## src/rtl/sfs_pkg.sv

```systemverilog
package sfs_pkg;

    // Width needed to count 0 .. n-1, never less than one bit.
    function automatic int unsigned cnt_w(input int unsigned n);
        return (n > 1) ? $clog2(n) : 1;
    endfunction

    // Summary of deglitched fault sources for the latch.
    typedef struct packed {
        logic ov_any;
        logic uv_any;
    } fault_sum_t;

    // Supply command derived from the debounced request.
    typedef enum logic [1:0] {
        SUP_OFF     = 2'd0,
        SUP_ON      = 2'd1,
        SUP_OFF_DLY = 2'd2
    } sup_state_t;

endpackage

```

## src/rtl/sfs_deglitch.sv

```systemverilog
// Qualifies a level: hit goes high after cond has held for HOLD ticks.
module sfs_deglitch #(
    parameter int unsigned HOLD = 4
) (
    input  logic clk,
    input  logic rst,
    input  logic tick_i,
    input  logic cond_i,
    output logic hit_o
);
    import sfs_pkg::*;

    localparam int unsigned W = cnt_w(HOLD);
    localparam logic [W-1:0] LAST = W'(HOLD - 1);

    logic [W-1:0] cnt_q;

    always_ff @(posedge clk) begin
        if (rst || !cond_i) begin
            cnt_q <= '0;
            hit_o <= 1'b0;
        end else if (tick_i && !hit_o) begin
            if (cnt_q == LAST) begin
                hit_o <= 1'b1;
            end else begin
                cnt_q <= cnt_q + 1'b1;
            end
        end
    end
endmodule

```

## src/rtl/sfs_debounce.sv

```systemverilog
// Debounced copy of the on/off request; resets to 1 (off).
module sfs_debounce #(
    parameter int unsigned TICKS = 8
) (
    input  logic clk,
    input  logic rst,
    input  logic tick_i,
    input  logic raw_i,
    output logic db_o
);
    import sfs_pkg::*;

    localparam int unsigned W = cnt_w(TICKS);
    localparam logic [W-1:0] LAST = W'(TICKS - 1);

    logic [W-1:0] cnt_q;
    logic         diff;

    assign diff = raw_i ^ db_o;

    always_ff @(posedge clk) begin
        if (rst) begin
            cnt_q <= '0;
            db_o  <= 1'b1;
        end else if (!diff) begin
            cnt_q <= '0;
        end else if (tick_i) begin
            if (cnt_q == LAST) begin
                db_o  <= raw_i;
                cnt_q <= '0;
            end else begin
                cnt_q <= cnt_q + 1'b1;
            end
        end
    end
endmodule

```

## src/rtl/sfs_sequencer.sv

```systemverilog
// Rail command with turn-off delay, and undervoltage blanking after turn-on.
module sfs_sequencer #(
    parameter int unsigned OFF_TICKS   = 5,
    parameter int unsigned BLANK_TICKS = 20
) (
    input  logic clk,
    input  logic rst,
    input  logic tick_i,
    input  logic req_db_i,
    output logic rail_on_o,
    output logic uv_armed_o,
    output logic req_rise_o
);
    import sfs_pkg::*;

    sup_state_t state_q;
    logic       db_prev_q;
    logic       off_done;

    sfs_deglitch #(.HOLD(OFF_TICKS)) u_offdly (
        .clk(clk), .rst(rst), .tick_i(tick_i),
        .cond_i(req_db_i), .hit_o(off_done)
    );

    sfs_deglitch #(.HOLD(BLANK_TICKS)) u_blank (
        .clk(clk), .rst(rst), .tick_i(tick_i),
        .cond_i(!req_db_i), .hit_o(uv_armed_o)
    );

    always_ff @(posedge clk) begin
        if (rst) begin
            state_q   <= SUP_OFF;
            db_prev_q <= 1'b1;
        end else begin
            db_prev_q <= req_db_i;
            unique case (state_q)
                SUP_OFF:     if (!req_db_i) state_q <= SUP_ON;
                SUP_ON:      if (req_db_i)  state_q <= SUP_OFF_DLY;
                SUP_OFF_DLY: begin
                    if (!req_db_i)     state_q <= SUP_ON;
                    else if (off_done) state_q <= SUP_OFF;
                end
                default:     state_q <= SUP_OFF;
            endcase
        end
    end

    // ON and OFF_DLY both keep the rails enabled; the ON entry is
    // taken on the clock after the debounced request falls.
    assign rail_on_o  = (state_q != SUP_OFF);
    assign req_rise_o = req_db_i & ~db_prev_q;
endmodule

```

## src/rtl/supply_fault_seq.sv

```systemverilog
module supply_fault_seq #(
    parameter int unsigned DEB_TICKS   = 38000,
    parameter int unsigned OFF_TICKS   = 2300,
    parameter int unsigned BLANK_TICKS = 75000,
    parameter int unsigned OV_TICKS    = 73,
    parameter int unsigned UV_TICKS    = 146,
    parameter int unsigned NUM_OV      = 3,
    parameter int unsigned NUM_UV      = 2
) (
    input  logic              clk,
    input  logic              rst,
    input  logic              tick_i,
    input  logic              on_req_n_i,
    input  logic [NUM_OV-1:0] ov_flag_i,
    input  logic [NUM_UV-1:0] uv_flag_i,
    input  logic              pg_in_ok_i,
    output logic              fpo_o,
    output logic              fault_o
);
    import sfs_pkg::*;

    logic              req_db;
    logic              req_rise;
    logic              rail_on;
    logic              uv_armed;
    logic [NUM_OV-1:0] ov_hit;
    logic [NUM_UV-1:0] uv_hit;
    fault_sum_t        fsum;
    logic              latch_q;

    sfs_debounce #(.TICKS(DEB_TICKS)) u_deb (
        .clk(clk), .rst(rst), .tick_i(tick_i),
        .raw_i(on_req_n_i), .db_o(req_db)
    );

    sfs_sequencer #(.OFF_TICKS(OFF_TICKS), .BLANK_TICKS(BLANK_TICKS)) u_seq (
        .clk(clk), .rst(rst), .tick_i(tick_i), .req_db_i(req_db),
        .rail_on_o(rail_on), .uv_armed_o(uv_armed), .req_rise_o(req_rise)
    );

    for (genvar i = 0; i < NUM_OV; i++) begin : g_ov
        sfs_deglitch #(.HOLD(OV_TICKS)) u_dg (
            .clk(clk), .rst(rst), .tick_i(tick_i),
            .cond_i(ov_flag_i[i]), .hit_o(ov_hit[i])
        );
    end

    for (genvar j = 0; j < NUM_UV; j++) begin : g_uv
        sfs_deglitch #(.HOLD(UV_TICKS)) u_dg (
            .clk(clk), .rst(rst), .tick_i(tick_i),
            .cond_i(uv_flag_i[j] && uv_armed && pg_in_ok_i),
            .hit_o(uv_hit[j])
        );
    end

    assign fsum.ov_any = |ov_hit;
    assign fsum.uv_any = |uv_hit;

    // Clear on turn-off edge wins over a simultaneous set.
    always_ff @(posedge clk) begin
        if (rst || req_rise) begin
            latch_q <= 1'b0;
        end else if (!req_db && (fsum.ov_any || fsum.uv_any)) begin
            latch_q <= 1'b1;
        end
    end

    assign fault_o = latch_q;
    assign fpo_o   = ~rail_on | latch_q;
endmodule

```

## config.mk

```make
export PLATFORM = sky130hd
export DESIGN_NAME = supply_fault_seq
export DESIGN_NICKNAME = d
export VERILOG_FILES = /design/src/rtl/sfs_pkg.sv /design/src/rtl/sfs_deglitch.sv /design/src/rtl/sfs_debounce.sv /design/src/rtl/sfs_sequencer.sv /design/src/rtl/supply_fault_seq.sv
export SDC_FILE = /design/constraint.sdc
export NUM_CORES = 1
export LEC_CHECK = 0
export BUFFER_PORTS_ARGS = -buffer_cell sky130_fd_sc_hd__buf_2
export CORE_MARGIN = 8
export CORE_UTILIZATION = 40
export DETAILED_ROUTE_END_ITERATION = 12
export SLEW_MARGIN = 5
export SYNTH_ARGS = -nofsm -noshare
export SYNTH_HDL_FRONTEND = slang
export SYNTH_HIERARCHICAL = 1
export SYNTH_SLANG_ARGS = --single-unit
```

## constraint.sdc

```tcl
create_clock -name clk -period 3.7 [get_ports clk]
set_input_delay 0.74 -clock clk [delete_from_list [all_inputs] [get_ports clk]]
set_output_delay 0.74 -clock clk [all_outputs]
set_load 0.005 [all_outputs]
```

# After elaboration in Yosys (flattened, before gate mapping)
# Index checks and enable logic that the tools add are counted.
dict set report totals {
  ff_bits 94
  latch_bits 0
  ramBits 0
  elab_cells 114
  output_inout_bits 2
  romBits 0
  n_memories 0
}
dict set report classes {
  mux 6
  n_div 0
  mul 0
  n_addsub 8
  n_lt_le_gt_ge 0
  n_bitwise 13
  shifts 0
  n_reduce_logical 55
  n_eq_ne 13
}
# op n
set ops {}
lappend ops {{$reduce_and A2 Y1} 14}
lappend ops {{$add A7 B1 Y7 const B} 3}
lappend ops {{$eq A7 B7 Y1 const B} 3}
lappend ops {{$add A17 B1 Y17 const B} 1}
lappend ops {{$eq A17 B17 Y1 const B} 1}
lappend ops {{$add A16 B1 Y16 const B} 1}
lappend ops {{$add A8 B1 Y8 const B} 2}
lappend ops {{$eq A16 B16 Y1 const B} 1}
lappend ops {{$eq A8 B8 Y1 const B} 2}
lappend ops {{$mux W16} 1}
lappend ops {{$logic_not A1 Y1} 13}
lappend ops {{$add A12 B1 Y12 const B} 1}
lappend ops {{$eq A12 B12 Y1 const B} 1}
lappend ops {{$logic_and A1 B1 Y1} 12}
lappend ops {{$not A1 Y1} 10}
lappend ops {{$logic_or A1 B1 Y1} 9}
lappend ops {{$mux W2} 4}
lappend ops {{$pmux W2 S3} 1}
lappend ops {{$reduce_and A3 Y1} 2}
lappend ops {{$ne A2 B2 Y1 const B} 2}
lappend ops {{$reduce_or A2 Y1} 2}
lappend ops {{$ne A3 B3 Y1 const B} 1}
lappend ops {{$reduce_or A3 Y1} 1}
lappend ops {{$eq A2 B1 Y1 const B} 1}
lappend ops {{other kinds (6)} 6}

# Longest topological paths before layout
# Gate-level depths: netlist of run 1.
dict set report logic_depth {
  depth_word 4
  mapped_depth 6
}

# Cells and area by module
# The synthesis of run 1 kept the hierarchy.
# mod instances cells_each area_each_um2 seq_area_each_um2
set modules_own_cells {}
lappend modules_own_cells {{sfs_deglitch (g_ov[0].u_dg ...)} 3 47 415.4 160.2}
lappend modules_own_cells {{sfs_deglitch (g_uv[0].u_dg ...)} 2 52 473.0 180.2}
lappend modules_own_cells {{sfs_deglitch (u_seq.u_blank)} 1 109 935.9 360.3}
lappend modules_own_cells {sfs_debounce 1 89 880.8 340.3}
lappend modules_own_cells {{sfs_deglitch (u_seq.u_offdly)} 1 68 609.3 260.2}
lappend modules_own_cells {sfs_sequencer 1 11 112.6 60.1}
lappend modules_own_cells {supply_fault_seq 1 9 68.8 20.0}

# Worst setup path after synthesis of run 1
# No wires, ideal clock.
dict set report synth_timing {
  path_type {input to register}
  startpoint {input tick_i}
  endpoint {register u_seq.u_blank.cnt_q[13]}
  arrival_time_ns 1.794
  n_path_buf 0
  setup_ns 0.071
  required_ns 3.629
  path_slack_ns 1.835
  path_stages 4
  cell_sequence {nand4b_4 -> or4_4 -> or3_1 -> a21oi_1}
}
dict set report synth_between {
  elab_chain_cells 2
}
# element line
set synth_rtl {}
lappend synth_rtl {{start: declaration} supply_fault_seq.sv:12} ;# input logic tick_i,
lappend synth_rtl {{$logic_and A1 B1 Y1} sfs_deglitch.sv:22} ;# end else if (tick_i && !hit_o) begin
lappend synth_rtl {{$reduce_and A2 Y1 (no line)} n/a}
lappend synth_rtl {{end signal: assignment} sfs_deglitch.sv:26} ;# cnt_q <= cnt_q + 1'b1;
lappend synth_rtl {{end: declaration} sfs_deglitch.sv:16} ;# logic [W-1:0] cnt_q;
# Every way passes these cells.
# A chain may end at the register's enable or synchronous reset.

# Worst setup path in the final report of run 1
# Same ends and word-level chain as after synthesis.

==> run_results.csv, run 1 <==
group,metric,value,unit
critical_path,worstPathRequired,3.96,ns
synth,synth_top_area_cell,"dfxtp_1",
floorplanning,dieArea,0.0158,mm2
timing,period_minus_slack,2.09,ns
timing,hold_violations,0,
placed_design,place_ws,1.25,ns
global_route,antenna_found_initial,0,
timing,tightest_slew,0.619,ns
timing,tns,0,ns
synth,yosys.cell_count.top_type,"dfxtp_1",
synth,ys_warn_count,6,
final_layout,final_area,0.00528,mm2
timing,slew_headroom,0.588,
drt,first_pass_iters,4,
synth,synth_area,0.00480,mm2
status,status,"completed",
pwr,seqPwrFrac,0.526,
timing,slew_viol_final,0,
floorplanning,num_rows,40,
cts,clkSlewWorstSetupHoldPaths,0.06,ns
synth,seq_area_frac_synth,0.392,
timing,rsz0062_at_grt,"no",
synth,synth_ff_type,"dfxtp_1",
global_route,grt_first_pass_wirelength,16.3,mm
final_layout,diodes,0,
floorplanning,initial_core_util,0.405,
pwr,switchingPower,0.000403,W
placed_design,place_congestion,0.763,
synth,synth_area_leaders,"dfxtp_1, xnor2_1, a21oi_1, nor2_1, ha_1",
pwr,fin_total_pwr,0.00195,W
critical_path,end_kind,"flip-flop",
synth,synth_seq_cells,94,
critical_path,crit_fanout,19,
drt,ant_nets,0,
critical_path,criticalPathCategory,"in2reg",
pwr,clkPwrFrac,0.441,
placed_design,numPlacedInstances,683,
worst_hold_path,worstHoldPathType,"reg2reg",
pwr,p_leak,1.73,nW
cts,cts_hold_buf,0,
global_route,grt_max_degree,20,
synth,syn_area_per_cell,9.04,um2
final_layout,drive_gt1_frac,0.122,
synth,synth_edf_count,0,
placed_design,portBuffers,11,
floorplanning,fp.dieH,126,um
final_layout,nets,571,
cts,cts_tree,"done",
drt,num_vias,3773,
pwr,combPwrFrac,0.033,
floorplanning,num_io_pins,12,
synth,synth.distinct_cells,64,
critical_path,crit_arrival,2.34,ns
drt,drt_iter0_drc,154,
drt,vias_per_cell,5.41,
placed_design,dp_hpwl,6.60,mm
timing,skew,0.00686,ns
cts,ctsRootBufferMaster,"clkbuf_16",
global_route,first_global_vias,3630,
timing,post-route-period-util,0.564,
global_route,gr-total-overflow,0,
final_layout,areaGrowthSynthToFinish,9.98,%
synth,synthesis.nets,555,
drt,drc,0,
pwr,p_sw_frac,0.207,
synth,synthCells,531,
synth,synth_top_area_frac,0.392,
final_layout,instances_no_fill,697,
timing,setup_ws,1.61,ns
global_route,grtUsageTotal,0.122,
cts,clockBufferDepth,2,
timing,fmax,479,MHz
cts,cts_htree_levels,3,
synth,async_reset_ff_frac,0,
synth,synth_common_cells,"dfxtp_1, nor2_1, nand2_1",
drt,finalWirelength,9.19,mm
drt,wire_per_inst,13.2,um
flow_run,max-cap-violations,0,
cts,cts_resized,0,
cts,worstSkewPairLatency,0.34,ns
critical_path,startpoint_type,"input pin",
pwr,vdd_drop_max,202,uV
floorplanning,die_w,126,um
cts,cts_buffers,9,
floorplanning,core_region_area,0.0119,mm2
pwr,internal_power,0.00154,W
pwr,powerDensity,369,mW/mm2
placed_design,place_area,0.00500,mm2
cts,clock_sinks,94,
cts,post_cts_buffers,0,
timing,setup_viol,0,
==> layout make-up <==
type / instances / area [um2]
well taps: 147 / 184
multi-input cells: 407 / 2790
inverters: 23 / 86.3
fillers: 1137 / 6580
repair buffers: 12 / 62.6
clock buffers: 13 / 270
flip-flops and latches: 94 / 1880
clock inverters: 1 / 5.00
==> power groups by stage <==
| stage | registers, W | clock network [W] | logic, W |
|---|---|---|---|
| floorplan | 0.00104 | 0 | 0.0000429 |
| global placement | 0.00105 | 0 | 0.0000622 |
| detailed placement | 0.00105 | 0 | 0.0000646 |
| CTS | 0.00102 | 0.000895 | 0.0000650 |
| global route | 0.00102 | 0.000926 | 0.0000717 |
| finish | 0.00102 | 0.000859 | 0.0000644 |
==> critical path, cell delays in order <==
cell and delay, ns:
buf_2 0.39, nand4b_4 0.21, or4_4 0.53, or3_1 0.31, a21oi_1 0.14
==> kinds of logic after synthesis <==
group | Yosys count | synth area share
buf+inv | 30 | 0.0269
compound gates | 95 | 0.118
simple gates | 255 | 0.343
mux | 12 | 0.0271
fa+ha+maj | 14 | 0.0365
flops | 94 | 0.392
xor+xnor | 31 | 0.0566
==> metal layers <==
layer  up-vias  GRT usage  part of all wire
met2        22      0.203              0.47
li1       1958          -                 -
met3        12     0.0327             0.020
met1      1781      0.146              0.50
met4         0     0.0501             0.013
met5         -          0                 0
==> final timing paths <==
check                                                    startpoint                              endpoint  cells past startpoint  slack [ns]
worst max-delay path                                         tick_i  u_seq/u_blank/cnt_q[13]$_SDFFE_PP0P_                      5        1.61
worst min-delay path                  u_seq/state_q[1]$_SDFFE_PP0P_         u_seq/state_q[0]$_SDFFE_PP0P_                      1        0.46
worst max register to register  u_seq/u_blank/cnt_q[0]$_SDFFE_PP0P_  u_seq/u_blank/cnt_q[14]$_SDFFE_PP0P_                      5        1.95
worst min register to register        u_seq/state_q[1]$_SDFFE_PP0P_         u_seq/state_q[0]$_SDFFE_PP0P_                      1        0.46
==> per-stage QoR <==
stage,util,hold slack [ns]
2_1_floorplan,-,0.422
5_1_grt,0.445,0.489
4_1_cts,0.445,0.468
3_3_place_gp,0.422,0.447
6_report,0.445,0.462
3_5_place_dp,0.422,0.459
==> flip-flops by register name, indices dropped and copies added (netlist names), 2 cells and up <==
signal	count
g_ov.u_dg/cnt_q	21
g_ov.u_dg/hit_o	3
g_uv.u_dg/cnt_q	16
g_uv.u_dg/hit_o	2
u_deb/cnt_q	16
u_seq/state_q	2
u_seq/u_blank/cnt_q	17
u_seq/u_offdly/cnt_q	12
==> cell usage in the layout (no fill, tap or decap), types with 3 or more instances in the layout <==
cell type,netlist,layout
nand3_1,16,16
buf_2,1,11
nor4_1,8,8
o21ai_0,27,27
or2b_1,4,4
xor2_1,6,6
dfxtp_1,94,94
nor3_1,9,9
nand3_2,4,4
nand3b_1,4,4
and3_1,3,3
or4_1,5,5
and4bb_1,3,3
nor4_2,3,3
a21oi_2,3,3
clkbuf_8,0,3
a21oi_1,38,38
nand4_1,15,15
nand2_1,39,39
xnor2_1,25,25
nand4b_1,6,6
and4bb_2,4,4
o31ai_1,6,6
and4_1,3,3
nand3b_4,3,3
or3_2,3,3
a31oi_1,6,6
nand2b_1,12,12
nor2b_1,11,11
inv_1,23,23
nor3b_1,4,4
nor2_1,49,49
ha_1,14,14
clkbuf_16,0,9
a211o_1,4,4
or3_1,24,24
mux2i_1,10,10
(Power assumes the default switching activity.)
==> run 2: changes to the inputs <==
clock period = 1.7 ns   (was 3.7 ns; I/O delays follow)
==> run 2 against run 1 <==
Worst hold slack got worse by 0.076 ns. Register-to-register slack lost 1.9 ns. Highest routed layer unchanged. Final cell count increased by 2.6%. Power increased by 120%. Clock power up 110%. Global-route usage increased by 0.081 points. Die area stayed put.
==> run_results.csv, run 2 (same netlist as run 1, synthesis figures left out) <==
group,metric,value,unit
global_route,first_global_vias,3713,
drt,wire_per_inst,13.2,um
critical_path,crit_cells,5,
placed_design,portBuffers,11,
critical_path,worstSetupEndpoint,"u_seq/u_blank/cnt_q[14]$_SDFFE_PP0P_",
drt,drt_iter0_drc,238,
floorplanning,fp.dieH,126,um
global_route,grt_first_pass_wirelength,16.4,mm
critical_path,crit_path_start,"u_seq/u_blank/cnt_q[0]$_SDFFE_PP0P_",
timing,tightest_slew,0.395,ns
critical_path,worstPathRequired,1.97,ns
final_layout,largestRegisters,"g_ov.u_dg/cnt_q x21, u_seq/u_blank/cnt_q x17",
drt,drc,0,
timing,setup_ws,0.0591,ns
pwr,fin_total_pwr,0.00420,W
cts,cts_tree,"done",
critical_path,r2r_start,"u_seq/u_blank/cnt_q[0]$_SDFFE_PP0P_",
critical_path,end_kind,"flip-flop",
placed_design,place_ws,0.00458,ns
critical_path,crit_chain,"ha_1, nand2_1, or3_4, or4_1, a21oi_1",
global_route,grt_max_degree,23,
drt,first_pass_iters,4,
critical_path,rr_worst_depth,5,
cts,cts_htree_levels,3,
timing,hold_violations,0,
floorplanning,num_rows,40,
final_layout,drive_gt1_frac,0.165,
final_layout,final_cell_mix,"dfxtp_1, nor2_1, nand2_1",
floorplanning,core_region_area,0.0119,mm2
global_route,grtUsageTotal,0.123,
floorplanning,initial_core_util,0.405,
timing,period_minus_slack,1.64,ns
timing,slew_headroom,0.736,
timing,setup_viol,0,
drt,vias_per_cell,5.37,
final_layout,fillers,1142,
critical_path,rr_endpoint,"u_seq/u_blank/cnt_q[14]$_SDFFE_PP0P_",
critical_path,cp_top_family,"simple AND/OR/NAND/NOR gates",
cts,ctsRootBufferMaster,"clkbuf_16",
critical_path,crit_arrival,1.91,ns
cts,post_cts_buffers,0,
timing,post-route-period-util,0.965,
status,status,"completed",
cts,worstSkewPairLatency,0.34,ns
drt,num_vias,3839,
drt,finalWirelength,9.45,mm
worst_hold_path,worstHoldPathType,"in2reg",
floorplanning,num_io_pins,12,
final_layout,areaGrowthSynthToFinish,13.3,%
cts,clockBufferDepth,2,
global_route,antenna_found_initial,0,
floorplanning,dieArea,0.0158,mm2
floorplanning,die_w,126,um
critical_path,startpoint_type,"flip-flop",
placed_design,dp_hpwl,6.94,mm
timing,fmax,609,MHz
pwr,vdd_drop_max,338,uV
critical_path,slowest_stage,"or3_4",
critical_path,crit_buf_inv,0,
timing,tns,0,ns
critical_path,crit_fanout,5,
critical_path,criticalPathCategory,"reg2reg",
final_layout,diodes,0,
final_layout,largest_reg_flops,21,
final_layout,regMostFlops,"g_ov.u_dg/cnt_q",
placed_design,numPlacedInstances,700,
timing,rsz0062_at_grt,"yes",
cts,clock_sinks,94,
critical_path,reg2reg_slack,0.06,ns
pwr,powerDensity,773,mW/mm2
final_layout,nets,588,
pwr,p_leak,1.83,nW
global_route,gr-total-overflow,0,
timing,slew_viol_final,0,
final_layout,layout_commonest_cell,"dfxtp_1",
timing,skew,0.00666,ns
flow_run,max-cap-violations,0,
drt,ant_nets,0,
placed_design,place_congestion,0.780,
critical_path,slowest_delay,0.40,ns
cts,cts_hold_buf,0,
cts,cts_buffers,9,
cts,clkSlewWorstSetupHoldPaths,0.07,ns
final_layout,instances_no_fill,715,
## run 2: changes by cell type in the layout (fill, tap and decap cells not counted), moves of 2 or more
| cell | delta |
|---|---|
| buf_4 | +16 |
| dfxtp_1 | -7 |
| dfxtp_2 | +5 |
| clkbuf_8 | -3 |
| clkinv_4 | +2 |
| dfxtp_4 | +2 |
## run 2: worst min-delay path by stage
stage,slack (ns),startpoint,to,cells after the start
2_1_floorplan,0.40,rst,u_seq/state_q[1]$_SDFFE_PP0P_,1
3_3_place_gp,0.44,u_seq/state_q[1]$_SDFFE_PP0P_,u_seq/state_q[0]$_SDFFE_PP0P_,1
3_5_place_dp,0.46,u_seq/state_q[1]$_SDFFE_PP0P_,u_seq/state_q[0]$_SDFFE_PP0P_,1
4_1_cts,0.38,ov_flag_i[0],g_ov[0].u_dg/hit_o$_SDFFE_PP0P_,3
5_1_grt,0.40,ov_flag_i[0],g_ov[0].u_dg/cnt_q[6]$_SDFFE_PP0P_,3
6_report,0.39,ov_flag_i[0],g_ov[0].u_dg/hit_o$_SDFFE_PP0P_,3
## run 2: per-layer routing
layer	vias to the layer above	share of wire	GRT usage
met5	-	0	0
met4	0	0.017	0.0595
met3	11	0.018	0.0212
met2	25	0.45	0.198
met1	1815	0.52	0.155
li1	1988	-	-
## run 2: report_power, final
group / internal [W] / total [W] / switching (W)
Combinational: 0.0000619 / 0.000152 / 0.0000903
Sequential: 0.00221 / 0.00222 / 0.0000110
Clock: 0.000988 / 0.00183 / 0.000842
Total: 0.00326 / 0.00420 / 0.000943
## run 2: cell type report
class                      instances  area (um2)  area share
timing repair buffer              29         203      0.0373
tap                              147         184      0.0338
clock inverter                     5        36.3     0.00667
inverter                          23        86.3      0.0159
sequential                        94        1900       0.348
multi-input combinational        407        2810       0.516
clock buffer                      10         229      0.0421
## run 2: what timing repair did
| action | 4_1_cts | 5_1_grt |
|---|---|---|
| gates resized for setup | 2 | 10 |
| setup endpoints to repair | 1 | 4 |
| pin swaps | 0 | 0 |
| cloned | 0 | 0 |
## run 2: stage by stage
stage               utilization  instance area [um2]  hold slack (ns)
floorplan                     -                 4800            0.405
global placement          0.434                 5140            0.441
detailed placement        0.434                 5140            0.462
CTS                       0.456                 5410            0.379
global route              0.459                 5440            0.402
finish                    0.459                 5440            0.385
## run 2: worst register-to-register path: cells and delay by family, from the launching register on
family,cells,cell delay [ns]
AND/OR/NAND/NOR,3,0.91
flip-flops,1,0.37
AO/OA/AOI/OAI,1,0.14
adder cells (fa/ha/maj),1,0.16
==> run 3: changes to the inputs <==
CELL_PAD_IN_SITES_DETAIL_PLACEMENT = 1   (was unset)
CELL_PAD_IN_SITES_GLOBAL_PLACEMENT = 2   (was unset)
CORE_UTILIZATION = 36   (was 40)
PLACE_DENSITY_LB_ADDON = 0.1   (was unset)
==> run 3 against run 2 <==
Worst hold slack got worse by 0.030 ns. First-iteration DRC count decreased by 43%. Clock power increased by 19%. Routed wire length up 20%. Maximum frequency increased by 0.83%. Sequential power hardly changed. Final area up 4.3%. Final cell count rose by 6.6%. Utilization fell by 2.7 points. Die area increased by 9.7%. Count of clock-buffer cells in the layout up 2. Critical endpoint unchanged. Largest cell class unchanged. Highest routed layer unchanged.
==> run_results.csv, run 3 (same netlist as run 1, synthesis figures left out) <==
group,metric,value,unit
timing,skew,0.00423,ns
floorplanning,num_io_pins,12,
timing,rsz0062_at_grt,"no",
floorplanning,die_w,131,um
drt,wire_per_inst,14.9,um
global_route,first_global_vias,4199,
flow_run,max-cap-violations,0,
timing,hold_violations,0,
placed_design,place_congestion,0.729,
worst_hold_path,hold_path_end,"u_deb/db_o$_SDFFE_PP1P_",
placed_design,portBuffers,11,
critical_path,criticalPathCategory,"reg2reg",
drt,finalWirelength,11.3,mm
final_layout,largestRegisters,"g_ov.u_dg/cnt_q x21, u_seq/u_blank/cnt_q x17",
placed_design,numPlacedInstances,746,
worst_hold_path,hold_depth,4,
worst_hold_path,worstHoldPathType,"in2reg",
pwr,vdd_drop_max,438,uV
cts,worstSkewPairLatency,0.34,ns
critical_path,r2r_start,"u_seq/u_blank/cnt_q[1]$_SDFFE_PP0P_",
drt,drt_iter0_drc,136,
drt,ant_nets,0,
drt,drc,0,
timing,period_minus_slack,1.63,ns
final_layout,diodes,0,
timing,post-route-period-util,0.957,
global_route,grt_max_degree,17,
critical_path,crit_fanout,2,
critical_path,rr_endpoint,"u_seq/u_blank/cnt_q[14]$_SDFFE_PP0P_",
final_layout,areaGrowthSynthToFinish,18.2,%
final_layout,nets,605,
floorplanning,core_region_area,0.0131,mm2
cts,clkSlewWorstSetupHoldPaths,0.06,ns
global_route,gr-total-overflow,0,
cts,cts_tree,"done",
worst_hold_path,hold_start,"on_req_n_i",
cts,clockBufferDepth,2,
placed_design,place_ws,-0.0906,ns
drt,num_vias,4001,
drt,first_pass_iters,4,
cts,clock_sinks,94,
global_route,grtUsageTotal,0.135,
global_route,grt_first_pass_wirelength,19.7,mm
cts,cts_htree_levels,3,
critical_path,reg2reg_slack,0.07,ns
cts,ctsRootBufferMaster,"clkbuf_16",
final_layout,final_cell_mix,"dfxtp_1, nor2_1, nand2_1",
pwr,powerDensity,805,mW/mm2
floorplanning,fp.dieH,131,um
timing,slew_viol_final,0,
pwr,p_leak,1.93,nW
final_layout,instances_no_fill,762,
drt,vias_per_cell,5.25,
critical_path,crit_arrival,1.90,ns
critical_path,rr_worst_depth,5,
timing,fmax,615,MHz
critical_path,end_kind,"flip-flop",
global_route,antenna_found_initial,0,
timing,slew_headroom,0.635,
cts,post_cts_buffers,0,
final_layout,layout_commonest_cell,"dfxtp_1",
cts,cts_buffers,9,
status,status,"completed",
floorplanning,dieArea,0.0173,mm2
timing,setup_ws,0.0727,ns
placed_design,dp_hpwl,8.55,mm
timing,setup_viol,0,
critical_path,startpoint_type,"flip-flop",
critical_path,worstPathRequired,1.98,ns
final_layout,drive_gt1_frac,0.195,
floorplanning,num_rows,42,
final_layout,regMostFlops,"g_ov.u_dg/cnt_q",
final_layout,largest_reg_flops,21,
floorplanning,initial_core_util,0.365,
timing,tightest_slew,0.547,ns
run 3: critical path: stages, from the launching register on:
cell and delay, ns:
dfxtp_2 0.33, ha_2 0.17, nand2_1 0.08, or3_4 0.40, or4_4 0.43, a21oi_2 0.14
run 3: stage by stage:
stage	total power (W)	hold WS [ns]	cell area, um2	TNS (ns)	utilization
5_1_grt	0.00477	0.401	5670	0	0.432
3_3_place_gp	0.00245	0.439	5320	-0.00750	0.405
2_1_floorplan	0.00237	0.405	4800	0	-
6_report	0.00457	0.355	5670	0	0.432
3_5_place_dp	0.00245	0.463	5320	-0.0917	0.405
4_1_cts	0.00467	0.347	5640	0	0.429
run 3: timing repair:
item	4_1_cts	5_1_grt
gates cloned	0	0
setup endpoints to repair	1	6
resized for setup	1	11
hold buffers	0	0
pin swaps	0	1
run 3: layout make-up:
type,count,area (um2)
clock inverters,4,70.1
flip-flops and latches,94,1890
multi-input cells,407,2820
well taps,176,220
repair buffers,46,343
inverters,23,86.3
fillers,1555,7460
clock buffers,12,246
run 3: worst max path at each step:
stage	from	endpoint	slack, ns	cells after the start
3_5_place_dp	tick_i	u_seq/u_blank/cnt_q[13]$_SDFFE_PP0P_	-0.09	5
2_1_floorplan	u_seq/u_blank/cnt_q[0]$_SDFFE_PP0P_	u_seq/u_blank/cnt_q[3]$_SDFFE_PP0P_	0.1	6
6_report	u_seq/u_blank/cnt_q[1]$_SDFFE_PP0P_	u_seq/u_blank/cnt_q[14]$_SDFFE_PP0P_	0.07	5
3_3_place_gp	tick_i	u_seq/u_blank/cnt_q[15]$_SDFFE_PP0P_	-0.005	5
4_1_cts	u_seq/u_blank/cnt_q[0]$_SDFFE_PP0P_	u_seq/u_blank/cnt_q[13]$_SDFFE_PP0P_	0.004	5
5_1_grt	u_seq/u_blank/cnt_q[0]$_SDFFE_PP0P_	u_seq/u_blank/cnt_q[15]$_SDFFE_PP0P_	0.006	5
run 3: layer usage:
metal	track usage	vias to the layer above	part of all wire	wire length [um]
met5	0	-	0	0
met1	0.170	1941	0.50	5680
met3	0.0252	12	0.018	205
met4	0.0555	0	0.015	175
li1	-	2024	-	-
met2	0.224	24	0.46	5250
run 3: report_power, final:
part           total, W  switching, W  internal [W]  leakage (nW)
combinational  0.000176     0.0000993     0.0000764          1.02
clock           0.00217      0.000843       0.00133         0.157
sequential      0.00222     0.0000114       0.00221         0.761
